$ cat src/rtl/pdiv_pkg.sv
package pdiv_pkg;

  // Decoded view of the mode code
  typedef struct packed {
    logic [3:0] modulus;   // lowest-stage modulus m
    logic [2:0] last_max;  // largest allowed top-stage preset
    logic       hold;      // continuous preset load
    logic       decimal;   // decimal code (fixed ratio when registered)
  } pdiv_cfg_t;

  function automatic pdiv_cfg_t pdiv_decode(input logic [2:0] code);
    pdiv_cfg_t c;
    c = '{modulus: 4'd10, last_max: 3'd0, hold: 1'b0, decimal: 1'b0};
    case (code)
      3'b111: begin c.modulus = 4'd2; c.last_max = 3'd7; end
      3'b011: begin c.modulus = 4'd4; c.last_max = 3'd3; end
      3'b101: begin c.modulus = 4'd5; c.last_max = 3'd1; end
      3'b001: begin c.modulus = 4'd8; c.last_max = 3'd1; end
      3'b100: c.hold    = 1'b1;
      3'b000: c.decimal = 1'b1;
      default: ;
    endcase
    return c;
  endfunction

  // Saturate a preset to an upper bound
  function automatic int unsigned pdiv_clamp(input int unsigned v, input int unsigned lim);
    return (v > lim) ? lim : v;
  endfunction

endpackage

$ cat src/rtl/pdiv_mode_dec.sv
module pdiv_mode_dec
  import pdiv_pkg::*;
(
  input  logic [2:0] code,
  output pdiv_cfg_t  cfg
);
  always_comb cfg = pdiv_decode(code);
endmodule

$ cat src/rtl/pdiv_stage.sv
// One down-counting digit of the chain: loads, decrements, wraps on borrow.
module pdiv_stage #(
  parameter int W = 4
) (
  input  logic         clk,
  input  logic         rst,
  input  logic         load,
  input  logic [W-1:0] load_val,
  input  logic         cnt_en,
  input  logic [W-1:0] wrap_val,
  output logic [W-1:0] val,
  output logic         zero,
  output logic         borrow
);
  always_ff @(posedge clk or posedge rst) begin
    if (rst)         val <= '0;
    else if (load)   val <= load_val;
    else if (cnt_en) val <= zero ? wrap_val : val - W'(1);
  end

  assign zero   = (val == '0);
  assign borrow = cnt_en & zero;

  // A digit that underflows restarts at its wrap value (10-count passes after a large preset)
  AST_STAGE_WRAP: assert property (@(posedge clk) disable iff (rst)
    (cnt_en && !load && zero) |=> (val == $past(wrap_val)));
endmodule

$ cat src/rtl/pdiv_out.sv
// Output select: direct decode or one register stage.
module pdiv_out (
  input  logic clk,
  input  logic rst,
  input  logic pulse_in,
  input  logic direct,
  output logic div_out
);
  logic pulse_q;

  always_ff @(posedge clk or posedge rst) begin
    if (rst) pulse_q <= 1'b0;
    else     pulse_q <= pulse_in;
  end

  assign div_out = direct ? pulse_in : pulse_q;

  AST_REG_FOLLOWS: assert property (@(posedge clk) disable iff (rst)
    $rose(pulse_q) |-> $past(pulse_in));
endmodule

$ cat src/rtl/pdiv_counter.sv
module pdiv_counter
  import pdiv_pkg::*;
#(
  parameter int DIGIT_W = 4,
  parameter int NUM_DEC = 3,
  parameter int LAST_W  = 3
) (
  input  logic                       clk,
  input  logic                       rst,
  input  logic [2:0]                 mode_sel,
  input  logic                       out_direct,
  input  logic [DIGIT_W-1:0]         pre_first,
  input  logic [NUM_DEC*DIGIT_W-1:0] pre_dec,
  input  logic [LAST_W-1:0]          pre_last,
  output logic                       div_out
);
  localparam logic [DIGIT_W-1:0] DEC_WRAP = DIGIT_W'(9);
  localparam logic [LAST_W-1:0]  FIX_LAST = LAST_W'(1);

  pdiv_cfg_t cfg;
  pdiv_mode_dec u_dec (.code(mode_sel), .cfg(cfg));

  // Named control events
  logic hold_req, inhibit, run_q, run_d;
  logic load, cnt, use_fixed;
  logic upper_zero, term, near, pulse_comb;

  assign hold_req = cfg.hold;
  assign inhibit  = cfg.decimal & ~out_direct;

  // Lowest stage
  logic [DIGIT_W-1:0] first_val, first_ld, first_wrap;
  logic               first_zero, first_borrow;

  assign first_wrap = DIGIT_W'(cfg.modulus - 4'd1);
  assign first_ld   = use_fixed ? '0
                    : DIGIT_W'(pdiv_clamp(32'(pre_first), 32'(cfg.modulus) - 32'd1));

  pdiv_stage #(.W(DIGIT_W)) u_first (
    .clk(clk), .rst(rst), .load(load), .load_val(first_ld),
    .cnt_en(cnt), .wrap_val(first_wrap),
    .val(first_val), .zero(first_zero), .borrow(first_borrow)
  );

  // Decade stages
  logic [NUM_DEC:0]   chain;
  logic [NUM_DEC-1:0] dec_zero;
  assign chain[0] = first_borrow;

  for (genvar i = 0; i < NUM_DEC; i++) begin : g_dec
    logic [DIGIT_W-1:0] ld, v;
    assign ld = use_fixed ? '0 : pre_dec[i*DIGIT_W +: DIGIT_W];
    pdiv_stage #(.W(DIGIT_W)) u_d (
      .clk(clk), .rst(rst), .load(load), .load_val(ld),
      .cnt_en(chain[i]), .wrap_val(DEC_WRAP),
      .val(v), .zero(dec_zero[i]), .borrow(chain[i+1])
    );
  end

  // Top stage
  logic [LAST_W-1:0] last_val, last_ld;
  logic              last_zero, last_borrow;

  assign last_ld = use_fixed ? FIX_LAST
                 : LAST_W'(pdiv_clamp(32'(pre_last), 32'(cfg.last_max)));

  pdiv_stage #(.W(LAST_W)) u_last (
    .clk(clk), .rst(rst), .load(load), .load_val(last_ld),
    .cnt_en(chain[NUM_DEC]), .wrap_val('0),
    .val(last_val), .zero(last_zero), .borrow(last_borrow)
  );

  // Terminal and near-terminal decode
  assign upper_zero = (&dec_zero) & last_zero;
  assign term       = upper_zero & (first_val <= DIGIT_W'(1));
  assign near       = upper_zero & (first_val <= DIGIT_W'(2));
  assign pulse_comb = run_q & term;

  // Sequencing: arm, hold, reload, count
  always_comb begin
    load      = 1'b0;
    cnt       = 1'b0;
    use_fixed = 1'b0;
    run_d     = run_q;
    if (!run_q) begin
      load  = 1'b1;
      run_d = ~hold_req;
    end else if (hold_req) begin
      if (near && !term) cnt = 1'b1;
      else begin
        load  = 1'b1;
        run_d = 1'b0;
      end
    end else if (term) begin
      load      = 1'b1;
      use_fixed = inhibit;
    end else begin
      cnt = 1'b1;
    end
  end

  always_ff @(posedge clk or posedge rst) begin
    if (rst) run_q <= 1'b0;
    else     run_q <= run_d;
  end

  pdiv_out u_out (
    .clk(clk), .rst(rst), .pulse_in(pulse_comb),
    .direct(out_direct), .div_out(div_out)
  );

  AST_ARM_ONE_EDGE: assert property (@(posedge clk) disable iff (rst)
    (!run_q && !hold_req) |=> run_q);
  AST_HOLD_SILENT: assert property (@(posedge clk) disable iff (rst)
    (hold_req && !run_q) |=> (!run_q && !pulse_comb));
  AST_TERM_RELOAD: assert property (@(posedge clk) disable iff (rst)
    (run_q && term && !hold_req) |=> (first_val == $past(first_ld) && last_val == $past(last_ld)));
  AST_NO_UNDERFLOW: assert property (@(posedge clk) disable iff (rst)
    !last_borrow);
endmodule

$ cat config.mk
export PLATFORM = sky130hd
export DESIGN_NAME = pdiv_counter
export DESIGN_NICKNAME = d
export VERILOG_FILES = /design/src/rtl/pdiv_pkg.sv /design/src/rtl/pdiv_mode_dec.sv /design/src/rtl/pdiv_stage.sv /design/src/rtl/pdiv_out.sv /design/src/rtl/pdiv_counter.sv
export SDC_FILE = /design/constraint.sdc
export NUM_CORES = 1
export LEC_CHECK = 0
export ABC_AREA = 1
export BUFFER_PORTS_ARGS = -buffer_cell sky130_fd_sc_hd__buf_2
export CAP_MARGIN = 10
export CORE_AREA = 5 5 68 70
export DETAILED_ROUTE_END_ITERATION = 6
export DIE_AREA = 0 0 73 75
export PLACE_DENSITY = 0.81
export SLEW_MARGIN = 20
export SYNTH_ARGS = -nofsm -noshare
export SYNTH_HDL_FRONTEND = slang
export SYNTH_HIERARCHICAL = 1
export SYNTH_SLANG_ARGS = --single-unit
$ cat constraint.sdc
create_clock -name clk -period 8.9 [get_ports clk]
set_input_delay 0 -clock clk [delete_from_list [all_inputs] [get_ports clk]]
set_output_delay 0 -clock clk [all_outputs]
set_load 0.03 [all_outputs]
==> impl_metrics.ini <==
[logic_synthesis]
ys_warn_count = 6
synthesis.area_sq_um = 2084
syn_area_per_cell_sq_um = 6.060
netlist_instances = 344

[power]
power_density_nw_per_um2 = 190.1
leakagePower_uw = 0.001382
peakVddDrop_uv = 149.6

[drt]
wire_per_inst_um = 10.37
vias_per_cell = 4.867
wirelength_um = 4511
drc = 0
drt_first_pass_iters = 4
drt_first_iter_violations = 132
vias = 2117
postRouteAntennaNets = 0

[setup_path]
worstPathRequired_ns = 9.11
timing.rr.end = u_last/val[2]
startpoint = g_dec[2].u_d/val[0]
crit_top_cell = inv_1
worstPathCellList = inv_1, ha_1, nand2_2, inv_1, nand4_1, nor2_1, nand3b_1, nand2_1, nand3_2, inv_1, inv_1, nor2_1, inv_1, nor2_1, inv_1, nor2_1, inv_1, nor2_1, inv_2, nor2_2, nand2_1, inv_1, nand2_1, nand2_1
endpoint = u_last/val[2]
crit_path_max_incr_delay_ns = 0.48
crit_type = flip-flop to flip-flop
cp_slowest_cell = nand3_2
worstRegToRegCells = 24
startpoint_type = flip-flop
critPathBufInv = 9
critPathMaxFanout = 30
worstPathArrival_ns = 3.62
crit_family = simple AND/OR/NAND/NOR gates
crit_path_end_kind = flip-flop
ff2ff_setup_slack_ns = 5.49
r2r-start = g_dec[2].u_d/val[0]
cp_num_cells = 24

[global_routing]
grt_pass1_vias = 1934
antenna_found_initial = 0
overflow = 0
grt_max_degree = 31
grt_pass1_wl_um = 7962
grtUsageTotal_pct = 17.80

[finish]
drive_above_1_share_pct = 13.51
instances_no_fill = 435
diodes = 0
num-fill-cells = 400
synthToLayoutAreaGrowth_pct = 13.51
final_nets = 424

[floorplan]
die_height_um = 75
io_pins = 26
die_x_um = 73
start_util_pct = 53.26
num_rows = 23
core-area_sq_um = 3914
die_area_sq_um = 5475

[clock_network]
cts_buffers = 3
cts_buffer_depth = 2
clk_pin_slew_ns = 0.08
htreeDepth = 1
cts_tree = built
cts.sinks = 21
clk_latency_ns = 0.26
cts_root_buf = clkbuf_8
postCtsSetupBuffers = 0

[job]
drv_cap = 0

[placed_design]
placed_cells = 430
gp_congestion = 0.8410
io_buffers = 25
hpwlAfterDp_um = 3615

[timing]
finalClockSkew_ns = 0.006115
finalCritPeriodShare_pct = 38.36
max-slew-margin-rel_pct = 58.60
max_freq_ghz = 0.2929
tightest_slew_ns = 0.6203
drv_slew = 0
setup_viol = 0
finalSetupTns_ns = 0
finalHoldViolCount = 0
finalCriticalPeriod_ns = 3.414
rsz0062_at_grt = false

[status]
status = completed

[worst_hold_path]
hold_path.class = input port to flip-flop
min_path_cells = 3
[state kept, by name, summed over array words and instances, names as in the netlist]
| signal | count |
|---|---|
| g_dec.u_d/val | 12 |
| run_q | 1 |
| u_first/val | 4 |
| u_last/val | 3 |
| u_out/pulse_q | 1 |
[metrics by stage]
stage               util [%]  hold slack, ns  area, sq um  setup slack, ns  total power [uW]
CTS                    60.33         0.09714         2361            5.111             450.9
finish                 60.45          0.1077         2366            5.486             449.8
floorplan                  -         -0.2713         2133            5.728             334.9
global placement       58.92        -0.06951         2306            5.309             377.0
detailed placement     58.92        -0.07001         2306            5.146             384.3
global route           60.45          0.1123         2366            4.912             500.0
[area by class of cell]
cell class / count / area, sq um / area share (%)
clock buffer: 4 / 45.04 / 1.904
inverter: 73 / 276.5 / 11.69
multi-input combinational: 261 / 1321 / 55.84
sequential: 21 / 525.5 / 22.21
tap: 50 / 62.56 / 2.644
timing repair buffer: 26 / 135.1 / 5.711
[worst min-delay path by stage]
stage,from,to,slack (ns)
floorplan,rst,run_q,-0.27
global placement,rst,run_q,-0.07
detailed placement,rst,run_q,-0.07
CTS,mode_sel[1],run_q,0.1
global route,mode_sel[1],run_q,0.11
finish,mode_sel[1],run_q,0.11
[worst min-delay path: cells and delay by family]
kind / cells / cell delay, ns
AOI/OAI and AO/OA: 1 / 0.08
buffers and inverters: 1 / 0.15
and+or+nand+nor: 1 / 0.11
[placed cells by master (no fill, tap or decap), types with 2 or more instances in the layout]
cell type	instances
nand2_1	77
inv_1	68
nor2_1	63
nand3_1	26
buf_2	25
dfrtp_1	21
a22oi_1	19
conb_1	15
ha_1	13
o21ai_0	11
nor2_2	7
nand2_2	6
inv_2	4
nor3_1	4
or2_1	4
a21oi_1	3
clkbuf_8	3
nand3_2	2
o21ai_1	2
[power breakdown]
part	leakage (uW)	switching (uW)	internal, uW
clock	0.0000228	31.8	31.9
sequential	0.000257	35.4	125
combinational	0.00110	136	90.0
[routing by layer]
metal  wire length, um  global-route usage (%)  share of wire [%]
met1              2181                   22.58                 48
met2              2088                   31.88                 46
met3               174                   2.537                3.9
met5                 0                       0                  0
met4                67                   4.303                1.5
[timing repair]
action                    in CTS  in global routing
resized for setup              0                  0
hold endpoints to repair      21                  0
hold buffers                   1                  0
Power figures use the tool's default switching activity.
